--- src/rtl/ofs_prog_pkg.sv ---
package ofs_prog_pkg;

    typedef enum logic {
        LD_PARALLEL = 1'b0,
        LD_SERIAL   = 1'b1
    } ld_mode_e;

    // strobes produced by the word-wide sequencer for the offset registers
    typedef struct packed {
        logic wr_empty;
        logic wr_full;
    } par_wr_t;

    // reset default for an offset of width w under a given load method
    function automatic logic [31:0] ofs_default(ld_mode_e m, int unsigned w);
        logic [31:0] one;
        one = 32'd1;
        if (m == LD_SERIAL) begin
            return (one << w) - one;
        end
        return (one << (w - 3)) - one;
    endfunction

endpackage

--- src/rtl/ofs_mode_latch.sv ---
module ofs_mode_latch
    import ofs_prog_pkg::*;
(
    input  logic     clk,
    input  logic     rst,
    input  logic     load_sel,
    output ld_mode_e mode
);

    always_ff @(posedge clk) begin
        if (rst) begin
            mode <= load_sel ? LD_SERIAL : LD_PARALLEL;
        end
    end

endmodule

--- src/rtl/ofs_ser_chain.sv ---
module ofs_ser_chain #(
    parameter int unsigned OFS_W = 10
) (
    input  logic [OFS_W-1:0] cur_empty,
    input  logic [OFS_W-1:0] cur_full,
    input  logic             ser_in,
    output logic [OFS_W-1:0] nxt_empty,
    output logic [OFS_W-1:0] nxt_full
);

    localparam int unsigned CHAIN_W = 2 * OFS_W;

    logic [CHAIN_W-1:0] cur_chain;
    logic [CHAIN_W-1:0] nxt_chain;

    assign cur_chain = {cur_full, cur_empty};

    for (genvar i = 0; i < CHAIN_W; i++) begin : g_stage
        if (i == CHAIN_W - 1) begin : g_head
            assign nxt_chain[i] = ser_in;
        end else begin : g_body
            assign nxt_chain[i] = cur_chain[i+1];
        end
    end

    assign nxt_empty = nxt_chain[OFS_W-1:0];
    assign nxt_full  = nxt_chain[CHAIN_W-1:OFS_W];

endmodule

--- src/rtl/ofs_par_seq.sv ---
module ofs_par_seq
    import ofs_prog_pkg::*;
#(
    parameter int unsigned OFS_W = 10,
    parameter int unsigned BUS_W = 18
) (
    input  logic             clk,
    input  logic             rst,
    input  logic             enable,
    input  logic             par_wr,
    input  logic             par_rd,
    input  logic [OFS_W-1:0] cur_empty,
    input  logic [OFS_W-1:0] cur_full,
    output par_wr_t          wr_ctl,
    output logic [BUS_W-1:0] par_dout
);

    logic wr_to_full;
    logic rd_from_full;

    always_comb begin
        wr_ctl.wr_empty = enable && par_wr && !wr_to_full;
        wr_ctl.wr_full  = enable && par_wr &&  wr_to_full;
    end

    always_ff @(posedge clk) begin
        if (rst) begin
            wr_to_full   <= 1'b0;
            rd_from_full <= 1'b0;
            par_dout     <= '0;
        end else if (enable) begin
            if (par_wr) begin
                wr_to_full <= !wr_to_full;
            end
            if (par_rd) begin
                rd_from_full <= !rd_from_full;
                par_dout     <= BUS_W'(rd_from_full ? cur_full : cur_empty);
            end
        end
    end

endmodule

--- src/rtl/ofs_prog.sv ---
module ofs_prog
    import ofs_prog_pkg::*;
#(
    parameter int unsigned OFS_W = 10,
    parameter int unsigned BUS_W = 18
) (
    input  logic             clk,
    input  logic             rst,
    input  logic             load_sel,
    input  logic             ser_en,
    input  logic             ser_in,
    input  logic             par_wr,
    input  logic             par_rd,
    input  logic [BUS_W-1:0] par_din,
    output logic [BUS_W-1:0] par_dout,
    output logic [OFS_W-1:0] empty_ofs,
    output logic [OFS_W-1:0] full_ofs
);

    localparam logic [OFS_W-1:0] DEF_SER = OFS_W'(ofs_default(LD_SERIAL, OFS_W));
    localparam logic [OFS_W-1:0] DEF_PAR = OFS_W'(ofs_default(LD_PARALLEL, OFS_W));

    ld_mode_e         mode;
    par_wr_t          wr_ctl;
    logic [OFS_W-1:0] sh_empty;
    logic [OFS_W-1:0] sh_full;
    logic [OFS_W-1:0] wr_word;
    logic             shift_go;

    ofs_mode_latch u_mode (
        .clk      (clk),
        .rst      (rst),
        .load_sel (load_sel),
        .mode     (mode)
    );

    ofs_ser_chain #(.OFS_W(OFS_W)) u_chain (
        .cur_empty (empty_ofs),
        .cur_full  (full_ofs),
        .ser_in    (ser_in),
        .nxt_empty (sh_empty),
        .nxt_full  (sh_full)
    );

    ofs_par_seq #(.OFS_W(OFS_W), .BUS_W(BUS_W)) u_par (
        .clk       (clk),
        .rst       (rst),
        .enable    (mode == LD_PARALLEL),
        .par_wr    (par_wr),
        .par_rd    (par_rd),
        .cur_empty (empty_ofs),
        .cur_full  (full_ofs),
        .wr_ctl    (wr_ctl),
        .par_dout  (par_dout)
    );

    assign wr_word  = par_din[OFS_W-1:0];
    assign shift_go = (mode == LD_SERIAL) && ser_en;

    if (BUS_W > OFS_W) begin : g_hi
        logic unused_din_hi;
        assign unused_din_hi = ^par_din[BUS_W-1:OFS_W];
    end

    always_ff @(posedge clk) begin
        if (rst) begin
            empty_ofs <= load_sel ? DEF_SER : DEF_PAR;
            full_ofs  <= load_sel ? DEF_SER : DEF_PAR;
        end else if (shift_go) begin
            empty_ofs <= sh_empty;
            full_ofs  <= sh_full;
        end else begin
            if (wr_ctl.wr_empty) begin
                empty_ofs <= wr_word;
            end
            if (wr_ctl.wr_full) begin
                full_ofs <= wr_word;
            end
        end
    end

endmodule

--- config.mk ---
export PLATFORM = sky130hd
export DESIGN_NAME = ofs_prog
export DESIGN_NICKNAME = d
export VERILOG_FILES = /design/src/rtl/ofs_prog_pkg.sv /design/src/rtl/ofs_mode_latch.sv /design/src/rtl/ofs_ser_chain.sv /design/src/rtl/ofs_par_seq.sv /design/src/rtl/ofs_prog.sv
export SDC_FILE = /design/constraint.sdc
export NUM_CORES = 1
export LEC_CHECK = 0
export CAP_MARGIN = 20
export CORE_MARGIN = 1.5
export CORE_UTILIZATION = 39
export DETAILED_ROUTE_END_ITERATION = 10
export GPL_ROUTABILITY_DRIVEN = 0
export PLACE_DENSITY = 0.81
export SYNTH_ARGS = -nofsm -noshare
export SYNTH_HDL_FRONTEND = slang
export SYNTH_SLANG_ARGS = --single-unit
--- constraint.sdc ---
create_clock -name clk -period 3.45 [get_ports clk]
set_input_delay 0.345 -clock clk [delete_from_list [all_inputs] [get_ports clk]]
set_output_delay 0.345 -clock clk [all_outputs]
set_load 0.005 [all_outputs]
==> impl_metrics.json, run 1 <==
{
  "status": "complete, no violations",
  "ant_nets": 0,
  "reg2reg_slack_ns": 1.88,
  "ios": 63,
  "synth_adder_area_share": 0,
  "yosysUniqueCellTypes": 19,
  "synthFlopType": "edfxtp_1",
  "finalNetCount": 213,
  "synth_seq_area_share": 0.565,
  "min-delay-path-class": "flip-flop to flip-flop",
  "insertion_delay_ns": 0.28,
  "die_w_um": 65.8,
  "worst_slew_pin_slew_ns": 0.812,
  "portBuffers": 46,
  "viasPerCell": 4.84,
  "whs_ns": 0.495,
  "cts_tree": "built",
  "dpl.hpwl_mm": 2.26,
  "wl_mm": 3.28,
  "start_util": 0.414,
  "yosys-top-cells-count": "nand2_1 (34), edfxtp_1 (21), a21oi_1 (16), dfxtp_1 (12), nor2_1 (12)",
  "max_freq_ghz": 0.518,
  "clkTransAtPathRegs_ns": 0.06,
  "p_seq_frac": 0.523,
  "routedWlPerCell_um": 13.8,
  "cp.arrival_ns": 1.85,
  "worst_slew_margin_rel": 0.457,
  "cp_slowest_cell": "clkdlybuf4s50_1",
  "cp_data_required_time_ns": 3.37,
  "syn_to_final_growth_pct": 34.5,
  "cpPeakStageDelay_ns": 1.00,
  "synth_area_per_cell_um2": 10.8,
  "cts_sinks": 33,
  "async_reset_ff_frac": 0,
  "r2r_end": "empty_ofs[0]$_SDFFCE_PP1P_",
  "crit_type": "input pin to flip-flop",
  "hold_path_end": "u_par.par_dout[0]$_SDFFE_PP0P_",
  "grt_overflow": 0,
  "clk_path_buf_depth": 2,
  "hold_depth": 2,
  "crit_family": "buffers and inverters",
  "fin_crit_ns": 1.93,
  "leakage_nw": 0.736,
  "start_kind": "input pin",
  "grt_start_max_net_pins": 23,
  "grt_pass1_vias": 1057,
  "hp-start": "u_par.par_dout[0]$_SDFFE_PP0P_",
  "irDropWorstVdd_v": 0.000216,
  "synth_edf_count": 21,
  "rows": 22,
  "crit_path_end_kind": "flip-flop",
  "yosysTopAreaCellShare": 0.409,
  "finalMaxSlewViolations": 0,
  "skew_ns": 0.00484,
  "muxShareOfSynthArea": 0.0650,
  "combPwrFrac": 0.186,
  "clock-root-buffer": "clkbuf_8",
  "worst-path-max-fanout": 18,
  "min_period_over_period": 0.560,
  "h-tree-depth": 2,
  "postCtsSetupRepairBufs": 0,
  "synthCells": 142,
  "synth_largest_area_cell": "edfxtp_1",
  "synth-xor-area-share": 0.0114,
  "power_density_nw_per_um2": 455,
  "hold_buffers": 0,
  "grt_util_all_layers": 0.165,
  "vias": 1148,
  "fin_setup_tns_ns": 0,
  "synth_warnings": 0,
  "drt_iter0_drc": 80,
  "fin_cells": 237,
  "ys_ff_latch": 33,
  "p_switching_w": 0.000237,
  "diodes": 0,
  "r2r_cells": 2,
  "reg2reg_from": "u_mode.mode$_DFFE_PP_",
  "post_cts_resized": 0,
  "grt_pass1_wl_mm": 5.06,
  "synth_top_family_by_area": "compound AO/OA/AOI/OAI gates",
  "firstDrtPassIters": 5,
  "core_area_um2": 3720,
  "synth_compound_area_frac": 0.141,
  "grt_antenna_before_repair": 0,
  "setup_viol": 0,
  "maxCapViolCount": 0,
  "cp_cell_sequence": "clkdlybuf4s50_1 -> a211o_1",
  "drcViolationCount": 0,
  "cts_made_buffers": 5,
  "hold_viol_final": 0,
  "rsz0062_at_grt": "no",
  "sw_frac_of_total": 0.251,
  "p_int_w": 0.000705,
  "syn_area_um2": 1540,
  "fp.dieH_um": 65.8,
  "clkPwrFrac": 0.291,
  "die_area_um2": 4340,
  "drive_above_1_share": 0.101,
  "path_buf_inv": 1,
  "place_inst": 228,
  "synth_area_leaders": "edfxtp_1 (41%), dfxtp_1 (16%), nand2_1 (8.3%)",
  "yosysMostFrequentCell": "nand2_1",
  "yosys.area_share.simple": 0.136
}
==> registers in the layout (all words and copies together) (netlist names) <==
| signal | count |
|---|---|
| full_ofs | 10 |
| u_mode.mode | 1 |
| u_par.wr_to_full | 1 |
| u_par.rd_from_full | 1 |
| u_par.par_dout | 10 |
| empty_ofs | 10 |
==> per-layer routing <==
layer,up-vias,part of all wire,GRT usage
li1,570,-,-
met1,529,0.43,0.208
met2,42,0.48,0.253
met3,7,0.072,0.0477
met4,0,0.023,0.0938
met5,-,0,0
==> worst max path at each step <==
stage,from,endpoint,cells after the start
2_1_floorplan,u_mode.mode$_DFFE_PP_,empty_ofs[0]$_SDFFCE_PP1P_,2
3_3_place_gp,rst,empty_ofs[3]$_SDFFCE_PP1P_,2
3_5_place_dp,rst,empty_ofs[3]$_SDFFCE_PP1P_,2
4_1_cts,rst,empty_ofs[0]$_SDFFCE_PP1P_,2
5_1_grt,rst,empty_ofs[0]$_SDFFCE_PP1P_,2
6_report,rst,empty_ofs[0]$_SDFFCE_PP1P_,2
==> power groups by stage <==
stage / clock (W) / combinational (W) / sequential (W)
detailed placement: 0 / 0.000175 / 0.000501
floorplan: 0 / 0.0000956 / 0.000493
CTS: 0.000276 / 0.000175 / 0.000493
finish: 0.000274 / 0.000175 / 0.000492
global route: 0.000296 / 0.000192 / 0.000497
global placement: 0 / 0.000171 / 0.000500
==> metrics by stage <==
| step | power, W | utilization | setup slack [ns] | cell area, um^2 |
|---|---|---|---|---|
| 3_5_place_dp | 0.000676 | 0.532 | 1.20 | 1980 |
| 2_1_floorplan | 0.000589 | - | 2.14 | 1570 |
| 4_1_cts | 0.000945 | 0.554 | 1.50 | 2060 |
| 6_report | 0.000942 | 0.558 | 1.52 | 2070 |
| 5_1_grt | 0.000985 | 0.558 | 1.44 | 2070 |
| 3_3_place_gp | 0.000671 | 0.532 | 1.26 | 1980 |
==> kinds of logic after synthesis <==
kind of cell,after synthesis
AND/OR/NAND/NOR,51
flip-flops,33
buffers and inverters,17
XOR/XNOR,2
AO/OA/AOI/OAI,28
other,1
multiplexers,10
==> cell usage in the layout, fill, tap and decap left out <==
master / n
and2_4: 1
nand2_1: 34
conb_1: 8
buf_8: 1
nor2b_1: 2
nand2_2: 1
nor2b_2: 1
buf_4: 1
xnor2_1: 2
a211oi_1: 1
a211o_1: 2
inv_1: 1
edfxtp_1: 21
dfxtp_1: 12
clkbuf_1: 3
clkdlybuf4s50_1: 46
clkbuf_8: 5
a21oi_1: 16
nor2_1: 12
mux2i_1: 10
a211oi_2: 9
==> cell type report <==
class	instances	area [um^2]
well taps	48	60.1
multi-input cells	99	574
flip-flops and latches	33	871
fillers	370	1640
repair buffers	48	483
inverters	1	3.75
clock buffers	8	80.1
(Power assumes the default switching activity.)
==> inputs of run 2 (changes only) <==
Clock period 3.45 ns to 2 ns, I/O delays scaled along.
==> run 2 against run 1 <==
Against the previous run:
- setup slack worse by 1.1 ns
- critical endpoint is now empty_ofs[3]$_SDFFCE_PP1P_
- wire length decreased by 3.1%
- via count is 3.0% lower
- sequential power rose by 73%
- final area is 0.12% higher
- register-to-register slack got worse by 1.4 ns
- sequential share of layout area down 0.051 points
- largest cell class unchanged
==> impl_metrics.json, run 2 (same netlist as run 1, synthesis figures left out) <==
{
  "start_kind": "flip-flop",
  "p_int_w": 0.00125,
  "worst-path-max-fanout": 22,
  "irDropWorstVdd_v": 0.000359,
  "cp_cell_sequence": "and2_4 -> a211o_1",
  "drive_above_1_share": 0.106,
  "p_seq_frac": 0.516,
  "crit_type": "flip-flop to flip-flop",
  "cts_made_buffers": 5,
  "clk_path_buf_depth": 2,
  "reg2reg_slack_ns": 0.46,
  "final_common_cell": "clkdlybuf4s50_1",
  "p_total_w": 0.00165,
  "ant_nets": 0,
  "worst_slew_pin_slew_ns": 0.668,
  "combPwrFrac": 0.181,
  "drcViolationCount": 0,
  "rows": 22,
  "core_area_um2": 3720,
  "clock-root-buffer": "clkbuf_8",
  "vias": 1114,
  "cp_data_required_time_ns": 1.92,
  "power_density_nw_per_um2": 795,
  "viasPerCell": 4.70,
  "diodes": 0,
  "die_area_um2": 4340,
  "r2r_cells": 2,
  "wl_mm": 3.18,
  "grt_antenna_before_repair": 0,
  "hold_depth": 2,
  "grt_pass1_vias": 1027,
  "syn_to_final_growth_pct": 34.7,
  "grt_pass1_wl_mm": 5.08,
  "sw_frac_of_total": 0.244,
  "fp.dieH_um": 65.8,
  "hold_viol_final": 0,
  "insertion_delay_ns": 0.28,
  "max_freq_ghz": 0.648,
  "worst_slew_margin_rel": 0.554,
  "reg_top3": "empty_ofs: 10 flops, full_ofs: 10 flops, u_par.par_dout: 10 flops",
  "grt_util_all_layers": 0.161,
  "firstDrtPassIters": 4,
  "min_period_over_period": 0.771,
  "grt_overflow": 0,
  "fin_cells": 237,
  "fin_crit_ns": 1.54,
  "hp-start": "u_par.par_dout[0]$_SDFFE_PP0P_",
  "leakage_nw": 0.740,
  "drt_iter0_drc": 43,
  "routedWlPerCell_um": 13.4,
  "cp.arrival_ns": 1.46,
  "finalMaxSlewViolations": 0,
  "portBuffers": 46,
  "fillers": 340,
  "crit_family": "compound AO/OA/AOI/OAI gates",
  "postCtsSetupRepairBufs": 0,
  "setup_viol": 0,
  "place_inst": 229,
  "whs_ns": 0.505,
  "fin_setup_tns_ns": 0,
  "clkPwrFrac": 0.304,
  "seq_area_um2": 871,
  "skew_ns": 0.00657,
  "rsz0062_at_grt": "no",
  "r2r_end": "empty_ofs[3]$_SDFFCE_PP1P_",
  "reg2reg_from": "u_mode.mode$_DFFE_PP_",
  "dpl.hpwl_mm": 2.27,
  "multiInputGateArea_um2": 574,
  "hold_path_end": "u_par.par_dout[0]$_SDFFE_PP0P_",
  "crit_path_end_kind": "flip-flop",
  "start_util": 0.414,
  "die_w_um": 65.8,
  "finalNetCount": 213,
  "h-tree-depth": 2,
  "post_cts_resized": 0,
  "cts_sinks": 33,
  "final_cell_mix": "clkdlybuf4s50_1 (46), nand2_1 (34), edfxtp_1 (21), a21oi_1 (16)",
  "cpPeakStageDelay_ns": 0.44,
  "status": "complete, no violations",
  "hold_buffers": 0,
  "ios": 63,
  "cts_tree": "built",
  "min-delay-path-class": "flip-flop to flip-flop",
  "maxCapViolCount": 0,
  "path_depth": 2,
  "cp_slowest_cell": "a211o_1",
  "grt_start_max_net_pins": 23,
  "path_buf_inv": 0,
  "clkTransAtPathRegs_ns": 0.07,
  "p_switching_w": 0.000402
}
run 2: worst max path at each step:
stage | from | end | slack, ns
6_report | u_mode.mode$_DFFE_PP_ | empty_ofs[3]$_SDFFCE_PP1P_ | 0.46
5_1_grt | u_mode.mode$_DFFE_PP_ | empty_ofs[4]$_SDFFCE_PP1P_ | 0.38
4_1_cts | u_mode.mode$_DFFE_PP_ | empty_ofs[3]$_SDFFCE_PP1P_ | 0.43
3_5_place_dp | ser_en | empty_ofs[3]$_SDFFCE_PP1P_ | 0.18
3_3_place_gp | ser_en | empty_ofs[0]$_SDFFCE_PP1P_ | 0.23
2_1_floorplan | u_mode.mode$_DFFE_PP_ | empty_ofs[0]$_SDFFCE_PP1P_ | 0.69
run 2: metal layers:
layer | global-route usage | routed length, um
met1 | 0.219 | 1530
met2 | 0.240 | 1480
met3 | 0.0460 | 148
met4 | 0.0703 | 18
met5 | 0 | 0
run 2: final cells by class:
cell class / instances / area share
flip-flops and latches: 33 / 0.420
multi-input cells: 99 / 0.277
well taps: 48 / 0.0290
clock buffers: 8 / 0.0434
repair buffers: 48 / 0.229
inverters: 1 / 0.00181
run 2: power groups by stage:
| stage | sequential (W) | clock [W] | combinational [W] |
|---|---|---|---|
| floorplan | 0.000851 | 0 | 0.000165 |
| global placement | 0.000863 | 0 | 0.000296 |
| detailed placement | 0.000866 | 0 | 0.000300 |
| CTS | 0.000852 | 0.000512 | 0.000301 |
| global route | 0.000859 | 0.000552 | 0.000326 |
| finish | 0.000851 | 0.000501 | 0.000298 |
run 2: worst register-to-register path, stage by stage, from the launching register on:
cell and delay [ns]:
edfxtp_1 0.43, and2_4 0.31, a211o_1 0.44
run 2: through the flow:
stage	utilization	worst slack (ns)	cell area, um^2
6_report	0.558	0.457	2070
5_1_grt	0.558	0.380	2070
4_1_cts	0.558	0.434	2070
3_5_place_dp	0.534	0.184	1980
3_3_place_gp	0.534	0.229	1980
2_1_floorplan	-	0.690	1570
==> inputs of run 3 (changes only) <==
Clock period 2 ns to 1.6 ns, I/O delays scaled along.
==> run 3 against run 2 <==
Against the previous run:
- combinational power grew 36%
- wire length grew 1.3%
- clock skew shrank 0.0024 ns
- largest cell class unchanged
- clock-buffer cell count shrank 2
- flip-flop and latch count unchanged
- non-clock buffer count is 4 higher
- critical path type unchanged
- die area stayed put
- power grew 25%
- core utilization increased by 0.94 points
- sequential power rose by 23%
- critical path depth unchanged
==> impl_metrics.json, run 3 (same netlist as run 1, synthesis figures left out) <==
{
  "setup_viol": 0,
  "grt_antenna_before_repair": 0,
  "r2r_end": "full_ofs[2]$_SDFFCE_PP1P_",
  "h-tree-depth": 2,
  "p_total_w": 0.00206,
  "clkPwrFrac": 0.295,
  "hold_path_end": "u_mode.mode$_DFFE_PP_",
  "clkTransAtPathRegs_ns": 0.07,
  "post_cts_resized": 0,
  "finalNetCount": 217,
  "p_switching_w": 0.000535,
  "leakage_nw": 0.764,
  "final_cell_mix": "clkdlybuf4s50_1 (46), nand2_1 (34), edfxtp_1 (21), a21oi_1 (16)",
  "postCtsSetupRepairBufs": 0,
  "clk_path_buf_depth": 2,
  "ios": 63,
  "die_area_um2": 4340,
  "fin_crit_ns": 1.50,
  "finalMaxSlewViolations": 0,
  "fillers": 336,
  "reg2reg_from": "u_mode.mode$_DFFE_PP_",
  "skew_ns": 0.00418,
  "diodes": 0,
  "die_w_um": 65.8,
  "start_util": 0.414,
  "status": "complete, no violations",
  "r2r_cells": 2,
  "sw_frac_of_total": 0.260,
  "irDropWorstVdd_v": 0.000452,
  "cts_sinks": 33,
  "max_freq_ghz": 0.666,
  "p_int_w": 0.00152,
  "power_density_nw_per_um2": 976,
  "routedWlPerCell_um": 13.3,
  "hp-start": "load_sel",
  "grt_overflow": 0,
  "final_common_cell": "clkdlybuf4s50_1",
  "hold_viol_final": 0,
  "grt_pass1_wl_mm": 5.13,
  "reg_top3": "empty_ofs: 10 flops, full_ofs: 10 flops, u_par.par_dout: 10 flops",
  "dpl.hpwl_mm": 2.29,
  "grt_pass1_vias": 1087,
  "cts_made_buffers": 5,
  "cp.arrival_ns": 1.43,
  "fp.dieH_um": 65.8,
  "start_kind": "flip-flop",
  "maxCapViolCount": 0,
  "fin_setup_tns_ns": 0,
  "hold_depth": 1,
  "worst-path-max-fanout": 10,
  "crit_type": "flip-flop to flip-flop",
  "wl_mm": 3.22,
  "min-delay-path-class": "input pin to flip-flop",
  "combPwrFrac": 0.196,
  "viasPerCell": 4.84,
  "grt_start_max_net_pins": 23,
  "cp_data_required_time_ns": 1.53,
  "drcViolationCount": 0,
  "grt_util_all_layers": 0.162,
  "ant_nets": 0,
  "rows": 22,
  "multiInputGateArea_um2": 574,
  "core_area_um2": 3720,
  "reg2reg_slack_ns": 0.1,
  "min_period_over_period": 0.938,
  "seq_area_um2": 871,
  "portBuffers": 46,
  "drive_above_1_share": 0.130,
  "hold_buffers": 0,
  "drt_iter0_drc": 33,
  "syn_to_final_growth_pct": 37.0,
  "rsz0062_at_grt": "no",
  "vias": 1167,
  "p_seq_frac": 0.509,
  "crit_path_end_kind": "flip-flop",
  "cts_tree": "built",
  "clock-root-buffer": "clkbuf_8",
  "firstDrtPassIters": 4,
  "insertion_delay_ns": 0.29
}
run 3: area by class of cell:
cell class,instances,area share
well taps,48,0.0285
flip-flops and latches,33,0.413
inverters,1,0.00178
repair buffers,52,0.246
multi-input cells,99,0.272
clock inverters,2,0.00474
clock buffers,6,0.0344
run 3: worst max-delay path by stage:
| stage | startpoint | cells after the start | to |
|---|---|---|---|
| 2_1_floorplan | u_mode.mode$_DFFE_PP_ | 2 | empty_ofs[0]$_SDFFCE_PP1P_ |
| 3_3_place_gp | par_wr | 3 | full_ofs[2]$_SDFFCE_PP1P_ |
| 3_5_place_dp | par_wr | 3 | full_ofs[2]$_SDFFCE_PP1P_ |
| 4_1_cts | u_mode.mode$_DFFE_PP_ | 2 | full_ofs[2]$_SDFFCE_PP1P_ |
| 5_1_grt | u_mode.mode$_DFFE_PP_ | 2 | full_ofs[2]$_SDFFCE_PP1P_ |
| 6_report | u_mode.mode$_DFFE_PP_ | 2 | full_ofs[2]$_SDFFCE_PP1P_ |
run 3: metal layers:
| metal | up-vias | part of all wire | track usage |
|---|---|---|---|
| li1 | 574 | - | - |
| met1 | 531 | 0.43 | 0.201 |
| met2 | 55 | 0.49 | 0.269 |
| met3 | 7 | 0.070 | 0.0409 |
| met4 | 0 | 0.016 | 0.0625 |
| met5 | - | 0 | 0 |
run 3: power by group through the flow:
stage	logic, W	clock network [W]	registers, W
detailed placement	0.000406	0	0.00107
CTS	0.000408	0.000616	0.00105
global placement	0.000399	0	0.00107
finish	0.000404	0.000607	0.00105
global route	0.000441	0.000653	0.00106
floorplan	0.000206	0	0.00106
run 3: critical path: stages (launching register included):
cell and delay [ns]:
edfxtp_1 0.45, nor2b_1 0.25, a211o_1 0.46
run 3: per-stage QoR:
stage / area (um^2) / cells / setup slack, ns / hold slack (ns) / utilization
floorplan: 1570 / 149 / 0.290 / 0.259 / -
detailed placement: 2030 / 233 / -0.0602 / 0.499 / 0.545
global placement: 2030 / 233 / -0.0293 / 0.494 / 0.545
finish: 2110 / 241 / 0.0994 / 0.464 / 0.568
global route: 2110 / 241 / 0.00285 / 0.475 / 0.568
CTS: 2110 / 241 / 0.0901 / 0.462 / 0.568
